### config.mk
export PLATFORM = sky130hd
export DESIGN_NAME = rfsh_lp_ctrl
export DESIGN_NICKNAME = d
export VERILOG_FILES = /design/src/rtl/rlp_pkg.sv /design/src/rtl/rlp_refi_timer.sv /design/src/rtl/rlp_wait_cnt.sv /design/src/rtl/rlp_lp_fsm.sv /design/src/rtl/rfsh_lp_ctrl.sv
export SDC_FILE = /design/constraint.sdc
export NUM_CORES = 1
export LEC_CHECK = 0
export BUFFER_PORTS_ARGS = -buffer_cell sky130_fd_sc_hd__buf_2
export CAP_MARGIN = 25
export CORE_ASPECT_RATIO = 1.5
export CORE_MARGIN = 2
export CORE_UTILIZATION = 50
export DETAILED_ROUTE_END_ITERATION = 12
export PLACE_DENSITY = 0.76
export SLEW_MARGIN = 20
export SYNTH_ARGS = -nofsm -noshare
export SYNTH_HDL_FRONTEND = slang
export SYNTH_SLANG_ARGS = --single-unit
### constraint.sdc
create_clock -name clk_i -period 2.6 [get_ports clk_i]
set_clock_uncertainty 0.1 [all_clocks]
set_input_delay 0.39 -clock clk_i [delete_from_list [all_inputs] [get_ports clk_i]]
set_output_delay 0.39 -clock clk_i [all_outputs]
set_load 0.02 [all_outputs]
### src/rtl/rlp_pkg.sv
package rlp_pkg;
  localparam logic [2:0] CMD_PWR_DOWN = 3'b101;
  localparam logic [2:0] CMD_SELF_REF = 3'b110;

  typedef enum logic [2:0] {
    ST_RUN,
    ST_AREF,
    ST_RFC,
    ST_PD,
    ST_PD_WAKE,
    ST_SR_IN,
    ST_SR,
    ST_SR_OUT
  } rlp_state_e;
endpackage

### src/rtl/rlp_refi_timer.sv
module rlp_refi_timer #(
  parameter int CNT_W = 16
) (
  input  logic             clk_i,
  input  logic             rst_ni,
  input  logic [CNT_W-1:0] refi_i,
  input  logic             reload_i,
  input  logic             freeze_i,
  output logic             due_o
);
  logic             armed_q;
  logic [CNT_W-1:0] cnt_q;

  // first cycle after reset loads the interval
  always_ff @(posedge clk_i or negedge rst_ni) begin
    if (!rst_ni) begin
      armed_q <= 1'b0;
      cnt_q   <= '0;
    end else if (!armed_q || reload_i) begin
      armed_q <= 1'b1;
      cnt_q   <= refi_i;
    end else if (!freeze_i && cnt_q != '0) begin
      cnt_q <= cnt_q - 1'b1;
    end
  end

  assign due_o = armed_q && (cnt_q == '0);
endmodule

### src/rtl/rlp_wait_cnt.sv
module rlp_wait_cnt #(
  parameter int W = 4
) (
  input  logic         clk_i,
  input  logic         rst_ni,
  input  logic         load_i,
  input  logic [W-1:0] val_i,
  output logic         done_o
);
  logic [W-1:0] cnt_q;

  always_ff @(posedge clk_i or negedge rst_ni) begin
    if (!rst_ni)           cnt_q <= '0;
    else if (load_i)       cnt_q <= val_i;
    else if (cnt_q != '0)  cnt_q <= cnt_q - 1'b1;
  end

  // a load of 0 behaves as 1
  assign done_o = (cnt_q <= W'(1));
endmodule

### src/rtl/rlp_lp_fsm.sv
module rlp_lp_fsm
  import rlp_pkg::*;
(
  input  logic clk_i,
  input  logic rst_ni,
  input  logic pwr_pd_i,
  input  logic pwr_sr_i,
  input  logic gnt_i,
  input  logic ref_due_i,
  input  logic wait_done_i,
  output logic req_o,
  output logic cke_o,
  output logic aref_o,
  output logic lp_mode_o,
  output logic reload_o,
  output logic freeze_o,
  output logic wait_ld_o,
  output logic wait_xsr_o
);
  rlp_state_e state_q, state_n;
  logic pd_req_q, sr_req_q, pd_ctx_q;

  always_comb begin
    state_n = state_q;
    unique case (state_q)
      ST_RUN: if (gnt_i) begin
        if (ref_due_i)      state_n = ST_AREF;
        else if (pd_req_q)  state_n = ST_PD;
        else if (sr_req_q)  state_n = ST_SR_IN;
      end
      ST_AREF:    state_n = ST_RFC;
      ST_RFC:     if (wait_done_i) state_n = pd_ctx_q ? ST_PD : ST_RUN;
      ST_PD:      if (pwr_pd_i) state_n = ST_RUN;
                  else if (ref_due_i) state_n = ST_PD_WAKE;
      ST_PD_WAKE: state_n = ST_AREF;
      ST_SR_IN:   state_n = ST_SR;
      ST_SR:      if (pwr_sr_i) state_n = ST_SR_OUT;
      ST_SR_OUT:  if (wait_done_i) state_n = ST_RUN;
      default:    state_n = ST_RUN;
    endcase
  end

  assign lp_mode_o = pd_req_q || sr_req_q || pd_ctx_q ||
                     (state_q inside {ST_PD, ST_PD_WAKE, ST_SR_IN, ST_SR, ST_SR_OUT});

  always_ff @(posedge clk_i or negedge rst_ni) begin
    if (!rst_ni) begin
      state_q  <= ST_RUN;
      pd_req_q <= 1'b0;
      sr_req_q <= 1'b0;
      pd_ctx_q <= 1'b0;
    end else begin
      state_q <= state_n;
      if (state_q == ST_RUN && !lp_mode_o) begin
        pd_req_q <= pwr_pd_i;
        sr_req_q <= pwr_sr_i && !pwr_pd_i;
      end else begin
        if (state_n == ST_PD)    pd_req_q <= 1'b0;
        if (state_n == ST_SR_IN) sr_req_q <= 1'b0;
      end
      if (state_n == ST_PD)       pd_ctx_q <= 1'b1;
      else if (state_n == ST_RUN) pd_ctx_q <= 1'b0;
    end
  end

  assign req_o      = (state_q != ST_RUN) || ref_due_i || pd_req_q || sr_req_q;
  assign cke_o      = !(state_q inside {ST_PD, ST_SR_IN, ST_SR});
  assign aref_o     = (state_q == ST_AREF) || (state_q == ST_SR_IN);
  assign reload_o   = (state_n == ST_AREF && state_q != ST_AREF) ||
                      (state_q == ST_SR_OUT && state_n == ST_RUN);
  assign freeze_o   = state_q inside {ST_SR_IN, ST_SR, ST_SR_OUT};
  assign wait_ld_o  = (state_q == ST_AREF) || (state_q == ST_SR && pwr_sr_i);
  assign wait_xsr_o = (state_q == ST_SR);
endmodule

### src/rtl/rfsh_lp_ctrl.sv
module rfsh_lp_ctrl
  import rlp_pkg::*;
#(
  parameter int CNT_W    = 16,
  parameter int TRFC_W   = 4,
  parameter int XSR_NOPS = 10
) (
  input  logic              clk_i,
  input  logic              rst_ni,
  input  logic              cmd_valid_i,
  input  logic [2:0]        cmd_i,
  input  logic [CNT_W-1:0]  refi_i,
  input  logic [TRFC_W-1:0] trfc_i,
  input  logic              gnt_i,
  output logic              req_o,
  output logic              cke_o,
  output logic              aref_o,
  output logic              usr_valid_o,
  output logic [2:0]        usr_cmd_o
);
  localparam int XSR_W  = $clog2(XSR_NOPS + 1);
  localparam int WAIT_W = (TRFC_W > XSR_W) ? TRFC_W : XSR_W;

  logic pwr_pd, pwr_sr, ref_due, wait_done, lp_mode;
  logic reload, freeze, wait_ld, wait_xsr;
  logic [WAIT_W-1:0] wait_val;

  assign pwr_pd = cmd_valid_i && (cmd_i == CMD_PWR_DOWN);
  assign pwr_sr = cmd_valid_i && (cmd_i == CMD_SELF_REF);

  rlp_refi_timer #(.CNT_W(CNT_W)) u_timer (
    .clk_i    (clk_i),
    .rst_ni   (rst_ni),
    .refi_i   (refi_i),
    .reload_i (reload),
    .freeze_i (freeze),
    .due_o    (ref_due)
  );

  assign wait_val = wait_xsr ? WAIT_W'(XSR_NOPS) : WAIT_W'(trfc_i);

  rlp_wait_cnt #(.W(WAIT_W)) u_wait (
    .clk_i  (clk_i),
    .rst_ni (rst_ni),
    .load_i (wait_ld),
    .val_i  (wait_val),
    .done_o (wait_done)
  );

  rlp_lp_fsm u_fsm (
    .clk_i       (clk_i),
    .rst_ni      (rst_ni),
    .pwr_pd_i    (pwr_pd),
    .pwr_sr_i    (pwr_sr),
    .gnt_i       (gnt_i),
    .ref_due_i   (ref_due),
    .wait_done_i (wait_done),
    .req_o       (req_o),
    .cke_o       (cke_o),
    .aref_o      (aref_o),
    .lp_mode_o   (lp_mode),
    .reload_o    (reload),
    .freeze_o    (freeze),
    .wait_ld_o   (wait_ld),
    .wait_xsr_o  (wait_xsr)
  );

  assign usr_valid_o = cmd_valid_i && !lp_mode && !pwr_pd && !pwr_sr;
  assign usr_cmd_o   = cmd_i;
endmodule

# Word-level counts from Yosys, hierarchy flattened
# Cells that the tools add are included.
[op_classes] n_addsub=2 reduce_logical=42 mux=22 eq_ne=13 magnitude_cmp=1
[ops] operator="16-bit 2-to-1 mux" n=2
[ops] operator="3-bit 2-to-1 mux" n=9
[ops] operator="3-bit one-hot mux with 8 select lines" n=1
[ops] operator="3-bit == test (second input constant)" n=7
[ops] operator="16-bit zero test" n=1
[ops] operator="16-bit nonzero test" n=1
[ops] operator="16-bit by 1-bit subtractor with 16-bit output (second input constant)" n=1
[ops] operator="1-bit logical AND" n=12
[ops] operator="4-bit 2-to-1 mux" n=3
[ops] operator="1-bit logical OR" n=10
[ops] operator="2-bit nonzero test" n=5
[ops] operator="3-bit by 2-bit == test with 1-bit output (second input constant)" n=3
[ops] operator="3-bit nonzero test" n=3
[ops] operator="3-bit by 1-bit == test with 1-bit output (second input constant)" n=2
[ops] operator="1-bit zero test" n=6
[ops] operator="3-bit zero test" n=2
[ops] operator="1-bit 2-to-1 mux" n=6
[ops] operator="5-bit nonzero test" n=1
[ops] operator="4-bit by 1-bit less-or-equal comparator with 1-bit output (second input constant)" n=1
[ops] operator="4-bit nonzero test" n=1
[ops] operator="4-bit by 1-bit subtractor with 4-bit output (second input constant)" n=1
[ops] operator="3-bit by 1-bit inequality test with 1-bit output (second input constant)" n=1
[ops] operator="2-bit 2-to-1 mux" n=1
[word_totals] output_inout_bits=7 reg_bits=27 input_bits=27 elab_cells=87

# Longest topological paths before layout
# Gate-level depths: netlist of run 1.
[depth] depth_word=10 depth_mapped=10

# Cells and area by module
# Synthesis of run 1 repeated with hierarchy kept, for this count alone.
[hier_totals] cells_unflattened=224 hier_area_um2=1903.1
[by_module_without_submodules] module="rlp_refi_timer" area_per_inst_um2=1063.5 n_inst=1 cells_per_inst=126
[by_module_without_submodules] module="rlp_lp_fsm" area_per_inst_um2=499.2 n_inst=1 cells_per_inst=60
[by_module_without_submodules] module="rlp_wait_cnt" area_per_inst_um2=254.0 n_inst=1 cells_per_inst=25
[by_module_without_submodules] module="rfsh_lp_ctrl" area_per_inst_um2=86.3 n_inst=1 cells_per_inst=13

# Worst setup path after synthesis of run 1
# Ideal clock, no wire load.
[synth_path] kind="reg-to-reg" start="reg u_timer.cnt_q[10]" end="reg u_timer.cnt_q[0]" n_path_buf=3 arrival_time_ps=2355 stages_incl_launch_ff=10 required_time_ps=2375 slack_ps=20 path_cell_list="dfrtp_1 > or4_1 > buf_2 > nand4bb_4 > a32o_1 > nand2_1 > o211a_1 > buf_6 > buf_8 > mux2_4"
[synth_via] elab_chain_cells=10 word_cells_on_any_way=17 cone_classes="eq/ne (1); mux (6); reduce/logical (10)"
[synth_lines] element="start: declaration" line_no="rlp_refi_timer.sv:12" text="logic [CNT_W-1:0] cnt_q;"
[synth_lines] element="start signal: assignment" line_no="rlp_refi_timer.sv:21" text="cnt_q <= refi_i;"
[synth_lines] element="start signal: assignment" line_no="rlp_refi_timer.sv:23" text="cnt_q <= cnt_q - 1'b1;"
[synth_lines] element="16-bit zero test" line_no="rlp_refi_timer.sv:27" text="assign due_o = armed_q && (cnt_q == '0);"
[synth_lines] element="1-bit logical AND" line_no="rlp_refi_timer.sv:27"
[synth_lines] element="3-bit 2-to-1 mux, on equally long branches" line_no="rlp_lp_fsm.sv:34, rlp_lp_fsm.sv:27"
[synth_lines] element="3-bit 2-to-1 mux, on equally long branches" line_no="rlp_lp_fsm.sv:33, rlp_lp_fsm.sv:26"
[synth_lines] element="3-bit one-hot mux with 8 select lines" line_no="rlp_lp_fsm.sv:25" text="unique case (state_q)"
[synth_lines] element="3-bit by 1-bit == test with 1-bit output / 3-bit zero test (equally long branches)" line_no="rlp_lp_fsm.sv:69, rlp_lp_fsm.sv:70"
[synth_lines] element="1-bit logical AND, on equally long branches" line_no="rlp_lp_fsm.sv:69, rlp_lp_fsm.sv:70"
[synth_lines] element="1-bit logical OR" line_no="rlp_lp_fsm.sv:69" text="assign reload_o = (state_n == ST_AREF && state_q != ST_AREF) ||"
[synth_lines] element="1-bit logical OR" line_no="rlp_refi_timer.sv:19" text="end else if (!armed_q || reload_i) begin"
[synth_lines] element="16-bit 2-to-1 mux / 2-bit nonzero test (equally long branches)"
# Several ways; a longest one is shown, not always the timed one.
# A chain may end at the register's enable or synchronous reset.

# Final worst setup path of run 1
[layout_path] start="reg u_timer.cnt_q[4]" end="reg u_timer.cnt_q[13]"
# Same word-level chain as after synthesis.

==> results of run 1 <==
layer usage:
metal  vias to the layer above  share of wire
li1                        784              -
met1                       736           0.40
met2                        37           0.54
met3                        12          0.031
met4                         0          0.027
met5                         -              0
how the worst max path moves through the flow:
stage                                    to  slack, ns  depth (start not counted)
after global placement    u_timer.cnt_q[13]      0.004                          6
after floorplan            u_timer.cnt_q[0]       0.02                          9
after global routing      u_timer.cnt_q[13]      -0.04                          6
after detailed placement  u_timer.cnt_q[13]      -0.05                          6
after CTS                  u_timer.cnt_q[4]      0.005                          7
final                     u_timer.cnt_q[13]       0.05                          6
kinds of logic after synthesis:
logic type,after synthesis,synth area share
fa+ha+maj,5,0.0330
compound gates,33,0.118
buf+inv,18,0.0522
mux,17,0.120
flops,27,0.357
simple gates,75,0.253
xor+xnor,14,0.0648
other cells,1,0.00198
through the flow:
step                      total power, mW   util  instance area (sq um)  worst slack, ns
after detailed placement             2.22  0.604                   2200          -0.0457
after floorplan                      1.82      -                   1890           0.0200
after global routing                 2.70  0.632                   2300          -0.0402
after CTS                            2.47  0.619                   2260          0.00451
final                                2.49  0.632                   2300           0.0509
after global placement               2.17  0.604                   2200          0.00443
sequential cells by signal, indices dropped and copies added (netlist names):
name             flops
u_timer.armed_q      1
u_fsm.state_q        3
u_fsm.sr_req_q       1
u_fsm.pd_ctx_q       1
u_timer.cnt_q       16
u_fsm.pd_req_q       1
u_wait.cnt_q         4
cell type report:
type,count,share of cell area
clock buffer,4,0.0195
inverter,9,0.0147
multi-input combinational,145,0.501
sequential,27,0.293
tap,43,0.0233
timing repair buffer,55,0.149
synth_stat cells (3+ instances only):
cell      instances  area (sq um)
nand3_1           4          20.0
nor4_1            3          18.8
inv_1             9          33.8
ha_1              5          62.6
nand4_1           3          18.8
dfrtp_1          27           676
xnor2_1           4          35.0
clkbuf_1          3          11.3
mux2_1            6          67.6
a31oi_1           4          25.0
nor2_1           11          41.3
xor2_1           10          87.6
o21ai_0           7          35.0
nor2b_1           3          18.8
nand2b_1          5          31.3
a21oi_1           6          30.0
mux2_4           10           150
buf_4             3          22.5
nor3b_1           3          22.5
or3_1             4          25.0
nor3_1            8          40.0
nand2_1          14          52.6
power by group through the flow:
stage / logic, mW / registers (mW) / clock network (mW)
2_1_floorplan: 1.03 / 0.790 / 0
5_1_grt: 1.60 / 0.845 / 0.261
3_5_place_dp: 1.41 / 0.809 / 0
4_1_cts: 1.43 / 0.805 / 0.241
6_report: 1.45 / 0.813 / 0.234
3_3_place_gp: 1.37 / 0.802 / 0
what timing repair did:
action,4_1_cts,5_1_grt
endpoints found under the setup margin,7,16
pin swaps,0,1
buffers inserted,0,3
gates resized for setup,2,5
==> impl_metrics.py, run 1 <==
metrics = {
    "run_status": {
        "status": "finished, final reports clean",
    },
    "power_and_ir_drop": {
        "p_per_area_nw_per_um2": 1080,
        "seq_power_share": 0.326,
        "internal_power_mw": 1.50,
        "switching_share": 0.400,
        "vdd_drop_max_mv": 0.623,
        "leakage_nw": 1.10,
        "clkPwrFrac": 0.094,
        "combinationalPowerShare": 0.580,
        "power.switching_mw": 0.997,
    },
    "global_route": {
        "gr-total-overflow": 0,
        "grt_max_degree": 28,
        "use_met2": 0.355,
        "met1_usage": 0.208,
        "grt_pass1_wl_microns": 6230,
        "busiest_layer": "met2",
        "grt_pass1_vias": 1535,
        "grtUsageMet3": 0.0169,
        "antenna_found_initial": 0,
        "grt.total_usage": 0.193,
    },
    "cts": {
        "numCtsBuffers": 3,
        "cts_tree": "done",
        "htree_num_levels": 1,
        "cts_root_buf": "clkbuf_8",
        "clock_latency_ns": 0.27,
        "clk_pin_slew_ns": 0.09,
        "postCtsHoldBufs": 0,
        "clock_sinks": 27,
        "cts.path.max_buffers": 2,
    },
    "setup_path": {
        "crit_buf_inv": 0,
        "required_ns": 2.66,
        "critPathCaptureType": "flop",
        "cp-start-kind": "flop",
        "cpMostUsedCell": "or4_4",
        "critPathLaunch": "u_timer.cnt_q[4]",
        "reg2reg_from": "u_timer.cnt_q[4]",
        "crit_arrival_ns": 2.61,
        "ff2ff_setup_slack_ns": 0.05,
        "crit_type": "reg -> reg",
        "path_delay_family": "simple AND/OR/NAND/NOR gates",
        "crit_fanout": 6,
        "crit_slowest_cell": "or4_4",
        "timing.rr.end": "u_timer.cnt_q[13]",
        "crit_chain": "or4_4 > or4_4 > or2_4 > nor4_2 > xor2_1 > mux2_4",
        "reg2reg_depth": 6,
        "max_stage_delay_ns": 0.59,
    },
    "sta": {
        "slew_headroom": 0.607,
        "post-route-period-util": 0.980,
        "slew_viol_final": 0,
        "hold_viol": 0,
        "min_period_ns": 2.55,
        "grt_setup_unrepaired": "yes",
        "fin_tns_setup_ns": 0,
        "worst_pin_slew_ns": 0.590,
        "holdWs_ns": 0.0146,
        "max_freq_mhz": 392,
        "finalSetupViolCount": 0,
    },
    "logic_synthesis": {
        "syn_avg_cell_area_sq_um": 9.96,
        "synth.distinct_cells": 53,
        "synth_edf_count": 0,
        "synth_cells": 190,
        "synth-seq-area-share": 0.357,
        "synth_area_sq_um": 1890,
        "synth_async_sr_flop_share": 1.00,
        "synth_ff_type": "dfrtp_1",
        "synth_nets": 222,
        "ys_ff_latch": 27,
        "yosys_warnings": 0,
    },
    "routing": {
        "wl_per_cell_microns": 13.4,
        "vias": 1569,
        "drtPass1Iterations": 4,
        "drc": 0,
        "first_iter_violations": 36,
        "routed_wirelength_microns": 3790,
        "vias_per_cell": 5.54,
        "drtAntennaViolNets": 0,
    },
    "die": {
        "die_y_microns": 79.4,
        "ios": 34,
        "initial_core_util": 0.519,
        "die_area_sq_um": 4300,
        "fp-row-count": 27,
        "die_w_microns": 54.2,
        "coreArea_sq_um": 3650,
    },
    "finish": {
        "fillers": 318,
        "synthToLayoutAreaGrowth_pct": 21.7,
        "multi_input_area_sq_um": 1150,
        "insertedDiodeCount": 0,
        "final_common_cell": "buf_2",
        "final_cell_count_no_fill": 283,
        "regArea_sq_um": 676,
        "drive_above_1_share": 0.342,
        "nNetsFinal": 273,
        "final_cell_mix": "buf_2 (33), dfrtp_1 (27), buf_4 (21)",
    },
    "hold_path": {
        "hold_class": "in -> async",
    },
    "place": {
        "place_inst": 276,
        "port-buffer-count": 33,
        "gp_congestion": 0.806,
        "hpwl_microns": 2940,
    },
    "flow_run": {
        "max-cap-violations": 0,
    },
}
Power figures use the tool's default switching activity.
==> run 2: changes to the inputs <==
--- a/config.mk
+++ b/config.mk
@@ -5,11 +5,12 @@
 export SDC_FILE = /design/constraint.sdc
 export NUM_CORES = 1
 export LEC_CHECK = 0
+export ABC_AREA = 1
 export BUFFER_PORTS_ARGS = -buffer_cell sky130_fd_sc_hd__buf_2
 export CAP_MARGIN = 25
 export CORE_ASPECT_RATIO = 1.5
 export CORE_MARGIN = 2
-export CORE_UTILIZATION = 50
+export CORE_UTILIZATION = 51
 export DETAILED_ROUTE_END_ITERATION = 12
 export PLACE_DENSITY = 0.76
 export SLEW_MARGIN = 20
==> impl_metrics.py, run 2 <==
metrics = {
    "cts": {
        "clk_pin_slew_ns": 0.10,
        "postCtsHoldBufs": 0,
        "cts_root_buf": "clkbuf_8",
        "cts_tree": "done",
        "clock_sinks": 27,
        "numCtsBuffers": 3,
        "clock_latency_ns": 0.27,
        "htree_num_levels": 1,
        "cts.path.max_buffers": 2,
    },
    "place": {
        "postPlaceCellArea_sq_um": 2330,
        "gp_congestion": 0.874,
        "hpwl_microns": 3650,
        "port-buffer-count": 33,
        "dpl_worst_slack_ns": 0.162,
    },
    "finish": {
        "insertedDiodeCount": 0,
        "drive_above_1_share": 0.189,
        "regMostFlops": "u_timer.cnt_q",
        "top_regs": "u_timer.cnt_q (16), u_wait.cnt_q (4), u_fsm.state_q (3)",
        "finalInstanceArea_sq_um": 2410,
        "final_common_cell": "nand2_1",
        "synthToLayoutAreaGrowth_pct": 12.0,
        "finalCoreUtilization": 0.583,
        "largest_register_ffs": 16,
        "fillers": 397,
        "final_cell_mix": "nand2_1 (94), inv_1 (38), buf_2 (33)",
        "nNetsFinal": 383,
    },
    "power_and_ir_drop": {
        "total_power_mw": 2.75,
        "clkPwrFrac": 0.089,
        "vdd_drop_max_mv": 0.687,
        "internal_power_mw": 1.34,
        "power.switching_mw": 1.40,
        "combinationalPowerShare": 0.599,
        "p_per_area_nw_per_um2": 1140,
        "switching_share": 0.510,
        "leakage_nw": 1.27,
        "seq_power_share": 0.312,
    },
    "logic_synthesis": {
        "synth_common_cells": "nand2_1 (94), inv_1 (38), nand3_1 (28), dfrtp_1 (27), nor2_1 (27)",
        "yosys.area_share.adder": 0.0290,
        "yosysTopAreaCell": "dfrtp_1",
        "synth-seq-area-share": 0.314,
        "synth.area.mux_share": 0,
        "syn_avg_cell_area_sq_um": 6.75,
        "synthTopCellsByArea": "dfrtp_1 (31%), nand2_1 (16%), inv_1 (6.6%)",
        "synth_cells": 319,
        "synth_area_sq_um": 2150,
        "synth_edf_count": 0,
        "synth_most_common_cell": "nand2_1",
        "yosys.area_share.simple": 0.420,
        "synth_top_area_share": 0.314,
        "synth.distinct_cells": 36,
        "synthXorXnorAreaFrac": 0.0447,
        "synth_compound_area_frac": 0.0790,
        "yosys_warnings": 0,
        "synth_top_family_by_area": "simple AND/OR/NAND/NOR gates",
        "ys_ff_latch": 27,
        "synth_nets": 351,
        "synth_ff_type": "dfrtp_1",
        "synth_async_sr_flop_share": 1.00,
    },
    "sta": {
        "worst_pin_slew_ns": 0.600,
        "fin_tns_setup_ns": 0,
        "max_freq_mhz": 422,
        "min_period_ns": 2.37,
        "finalSetupViolCount": 0,
        "post-route-period-util": 0.910,
        "slew_headroom": 0.600,
        "hold_viol": 0,
        "timing.final.ws_setup_ns": 0.233,
        "slew_viol_final": 0,
    },
    "setup_path": {
        "crit_fanout": 14,
        "crit_arrival_ns": 2.44,
        "ff2ff_setup_slack_ns": 0.23,
        "required_ns": 2.67,
        "crit_type": "reg -> reg",
        "critPathCaptureType": "flop",
        "cp-start-kind": "flop",
        "reg2reg_from": "u_timer.cnt_q[0]",
        "timing.rr.end": "u_timer.cnt_q[2]",
        "reg2reg_depth": 16,
    },
    "flow_run": {
        "max-cap-violations": 0,
    },
    "run_status": {
        "status": "finished, final reports clean",
    },
    "routing": {
        "first_iter_violations": 98,
        "vias_per_cell": 5.32,
        "wl_per_cell_microns": 12.2,
        "drc": 0,
        "drtPass1Iterations": 4,
        "routed_wirelength_microns": 4850,
        "drtAntennaViolNets": 0,
        "vias": 2108,
    },
    "die": {
        "die_y_microns": 83.6,
        "die_area_sq_um": 4770,
        "die_w_microns": 57.1,
        "coreArea_sq_um": 4140,
        "fp-row-count": 29,
        "initial_core_util": 0.521,
        "ios": 34,
    },
    "global_route": {
        "grt_max_degree": 31,
        "grt.total_usage": 0.214,
        "antenna_found_initial": 0,
        "grt_pass1_vias": 2003,
        "grt_pass1_wl_microns": 8380,
        "gr-total-overflow": 0,
    },
    "hold_path": {
        "hold_class": "in -> async",
    },
}
[run 2: cell types whose count changed after synthesis, sizes merged, moves of 4 or more]
| cell | before | now |
|---|---|---|
| a31oi | 4 | 0 |
| mux2 | 16 | 0 |
| buf | 6 | 10 |
| nand3 | 4 | 31 |
| nand2 | 15 | 97 |
| nor2 | 11 | 36 |
| nand4 | 4 | 20 |
| o21ai | 7 | 11 |
| inv | 9 | 43 |
| nand2b | 5 | 0 |
| nor4 | 4 | 0 |
| or3 | 4 | 0 |
[run 2: logic make-up after synthesis]
| logic type | after synthesis |
|---|---|
| and+or+nand+nor | 191 |
| buffers and inverters | 56 |
| AOI/OAI and AO/OA | 28 |
| DFF | 27 |
| xor gates and xnor gates | 11 |
| adders and majority gates | 5 |
| other | 1 |
[run 2: layout make-up]
cell class	count	area (sq um)	area share
Multi-Input combinational cell	236	1250	0.517
Timing Repair Buffer	39	214	0.0886
Inverter	44	170	0.0705
Clock buffer	3	41.3	0.0171
Clock inverter	1	7.51	0.00311
Sequential cell	27	676	0.280
Tap cell	46	57.6	0.0238
[run 2: how the worst max path moves through the flow]
stage	start	end	slack (ns)	cells past startpoint
floorplan	u_timer.cnt_q[0]	u_timer.cnt_q[11]	0.58	16
global placement	u_timer.cnt_q[0]	u_timer.cnt_q[1]	0.25	16
detailed placement	u_timer.cnt_q[0]	u_timer.cnt_q[5]	0.16	16
CTS	u_timer.cnt_q[0]	u_timer.cnt_q[6]	0.11	16
global route	u_timer.cnt_q[0]	u_timer.cnt_q[13]	-0.009	14
finish	u_timer.cnt_q[0]	u_timer.cnt_q[2]	0.23	16
[run 2: critical path: stages (launching register included)]
cell	delay, ns
dfrtp_1	0.38
inv_1	0.16
ha_1	0.20
inv_1	0.06
nor2_1	0.11
nand2_1	0.10
nor2_4	0.15
nand3_4	0.11
nand2_4	0.08
nand2_1	0.06
nand2_2	0.11
nand3_2	0.08
nand2_1	0.12
clkinv_4	0.11
buf_4	0.20
nand4_1	0.08
nand2_1	0.07
[run 2: routing by layer]
layer | global-route usage | up-vias | routed length (microns)
met2 | 0.400 | 47 | 2660
met3 | 0.0233 | 10 | 152
met1 | 0.244 | 973 | 1950
met4 | 0.0698 | 0 | 82
li1 | - | 1078 | -
met5 | 0 | - | 0
[run 2: through the flow]
step,std cells,hold slack [ns]
CTS,394,0.0321
global placement,390,0.333
global route,396,0.0591
floorplan,319,-0.00559
finish,396,0.0114
detailed placement,390,0.333
[run 2: power by group through the flow]
| stage | Combinational, mW | Clock, mW | Sequential, mW |
|---|---|---|---|
| final | 1.64 | 0.245 | 0.858 |
| after global routing | 1.90 | 0.266 | 0.875 |
| after floorplan | 1.30 | 0 | 0.801 |
| after global placement | 1.57 | 0 | 0.853 |
| after CTS | 1.61 | 0.252 | 0.851 |
| after detailed placement | 1.59 | 0 | 0.857 |
[run 2: timing repair]
item	CTS	global route
resized for setup	0	6
setup endpoints to repair	0	16
setup buffers	0	2
==> run 3: changes to the inputs <==
--- a/config.mk
+++ b/config.mk
@@ -10,9 +10,9 @@
 export CAP_MARGIN = 25
 export CORE_ASPECT_RATIO = 1.5
 export CORE_MARGIN = 2
-export CORE_UTILIZATION = 51
+export CORE_UTILIZATION = 55
 export DETAILED_ROUTE_END_ITERATION = 12
-export PLACE_DENSITY = 0.76
+export PLACE_DENSITY = 0.78
 export SLEW_MARGIN = 20
 export SYNTH_ARGS = -nofsm -noshare
 export SYNTH_HDL_FRONTEND = slang
==> constraint.sdc (replaced) <==
create_clock -name clk_i -period 2.4 [get_ports clk_i]
set_clock_uncertainty 0.1 [all_clocks]
set_input_delay 0.36 -clock clk_i [delete_from_list [all_inputs] [get_ports clk_i]]
set_output_delay 0.36 -clock clk_i [all_outputs]
set_load 0.02 [all_outputs]
==> impl_metrics.py, run 3 (same netlist as run 2, synthesis figures left out) <==
metrics = {
    "run_status": {
        "status": "finished, violations left",
        "violations": "hold timing",
    },
    "finish": {
        "nNetsFinal": 385,
        "top_regs": "u_timer.cnt_q (16), u_wait.cnt_q (4), u_fsm.state_q (3)",
        "synthToLayoutAreaGrowth_pct": 14.9,
        "fillers": 347,
        "insertedDiodeCount": 0,
        "final_cell_count_no_fill": 395,
        "drive_above_1_share": 0.205,
        "final_cell_mix": "nand2_1 (94), inv_1 (37), buf_2 (33)",
        "largest_register_ffs": 16,
        "final_common_cell": "nand2_1",
        "regMostFlops": "u_timer.cnt_q",
        "finalInstanceArea_sq_um": 2470,
    },
    "sta": {
        "fin_tns_setup_ns": 0,
        "holdWs_ns": -0.0146,
        "worst_pin_slew_ns": 0.609,
        "slew_headroom": 0.594,
        "hold_viol": 27,
        "finalSetupViolCount": 0,
        "max_freq_mhz": 440,
        "post-route-period-util": 0.946,
        "min_period_ns": 2.27,
        "timing.final.ws_setup_ns": 0.129,
        "slew_viol_final": 0,
    },
    "setup_path": {
        "crit_arrival_ns": 2.33,
        "required_ns": 2.46,
        "cp-start-kind": "flop",
        "crit_fanout": 30,
        "crit_type": "reg -> reg",
        "critPathCaptureType": "flop",
    },
    "routing": {
        "drtPass1Iterations": 4,
        "drc": 0,
        "wl_per_cell_microns": 12.2,
        "first_iter_violations": 56,
        "drtAntennaViolNets": 0,
        "routed_wirelength_microns": 4830,
        "vias": 2140,
        "vias_per_cell": 5.42,
    },
    "power_and_ir_drop": {
        "leakage_nw": 1.28,
        "vdd_drop_max_mv": 0.802,
        "p_per_area_nw_per_um2": 1250,
    },
    "cts": {
        "clock_sinks": 27,
        "cts_root_buf": "clkbuf_8",
        "htree_num_levels": 1,
        "cts_tree": "done",
        "clk_pin_slew_ns": 0.09,
        "numCtsBuffers": 3,
        "postCtsHoldBufs": 0,
        "cts.path.max_buffers": 2,
        "clock_latency_ns": 0.27,
    },
    "global_route": {
        "grt.total_usage": 0.230,
        "grt_max_degree": 31,
        "antenna_found_initial": 0,
        "gr-total-overflow": 0,
        "grt_pass1_wl_microns": 7610,
        "grt_pass1_vias": 1843,
    },
    "die": {
        "die_area_sq_um": 4440,
        "fp-row-count": 27,
        "ios": 34,
        "coreArea_sq_um": 3720,
        "die_y_microns": 80.7,
        "initial_core_util": 0.580,
        "die_w_microns": 55.1,
    },
    "place": {
        "postPlaceCellArea_sq_um": 2360,
        "port-buffer-count": 33,
        "place_inst": 389,
        "hpwl_microns": 3530,
        "gp_congestion": 0.861,
        "dpl_worst_slack_ns": 0.142,
    },
    "hold_path": {
        "hold_class": "in -> async",
    },
    "flow_run": {
        "max-cap-violations": 0,
    },
}
## run 3: worst paths after layout
check,start,slack [ns],endpoint,cells after the start
max,u_wait.cnt_q[0],0.13,u_timer.cnt_q[15],14
min,rst_ni,-0.01,u_timer.cnt_q[3],1
max reg2reg,u_wait.cnt_q[0],0.13,u_timer.cnt_q[15],14
min reg2reg,u_fsm.pd_req_q,0.46,u_fsm.pd_req_q,1
max in group asynchronous,rst_ni,1.82,u_timer.cnt_q[13],1
min in group clk_i,refi_i[13],0.20,u_timer.cnt_q[13],3
## run 3: through the flow
step	util	power (mW)
after floorplan	-	2.28
after global placement	0.634	2.66
after detailed placement	0.634	2.70
after CTS	0.646	2.97
after global routing	0.666	3.42
final	0.666	3.09
## run 3: what timing repair did
action	4_1_cts	5_1_grt
endpoints found under the setup margin	0	15
setup buffers	0	1
gates resized for setup	0	10
## run 3: layout make-up
type,count,area (sq um),share of cell area
inverter,44,168,0.0677
timing repair buffer,41,268,0.108
multi-input combinational,236,1260,0.511
clock inverter,1,5.00,0.00202
sequential,27,676,0.273
clock buffer,3,41.3,0.0167
tap,43,53.8,0.0217
## run 3: metal layers
metal	global-route usage	wire length (microns)	vias to the layer above
met5	0	0	-
met2	0.433	2640	56
met3	0.0279	173	11
met4	0.0805	81	0
li1	-	-	1090
met1	0.246	1930	983
## run 3: critical path, cell delays in order, from the launching register on
cell and delay (ns):
dfrtp_1 0.43, inv_1 0.12, ha_2 0.20, inv_1 0.05, nand2_1 0.10, nand2_1 0.06
nand2_1 0.09, nand3_1 0.10, nor2_2 0.15, nand2_1 0.08, nor2_2 0.14, nand4_4 0.15
buf_12 0.21, nand4_1 0.09, nand3_1 0.08
## run 3: power by group
| part | switching, mW | leakage [nW] | total, mW | internal [mW] |
|---|---|---|---|---|
| clock network | 0.145 | 0.0255 | 0.261 | 0.117 |
| logic | 1.15 | 0.940 | 1.89 | 0.742 |
| registers | 0.257 | 0.319 | 0.934 | 0.677 |
| total | 1.55 | 1.28 | 3.09 | 1.54 |
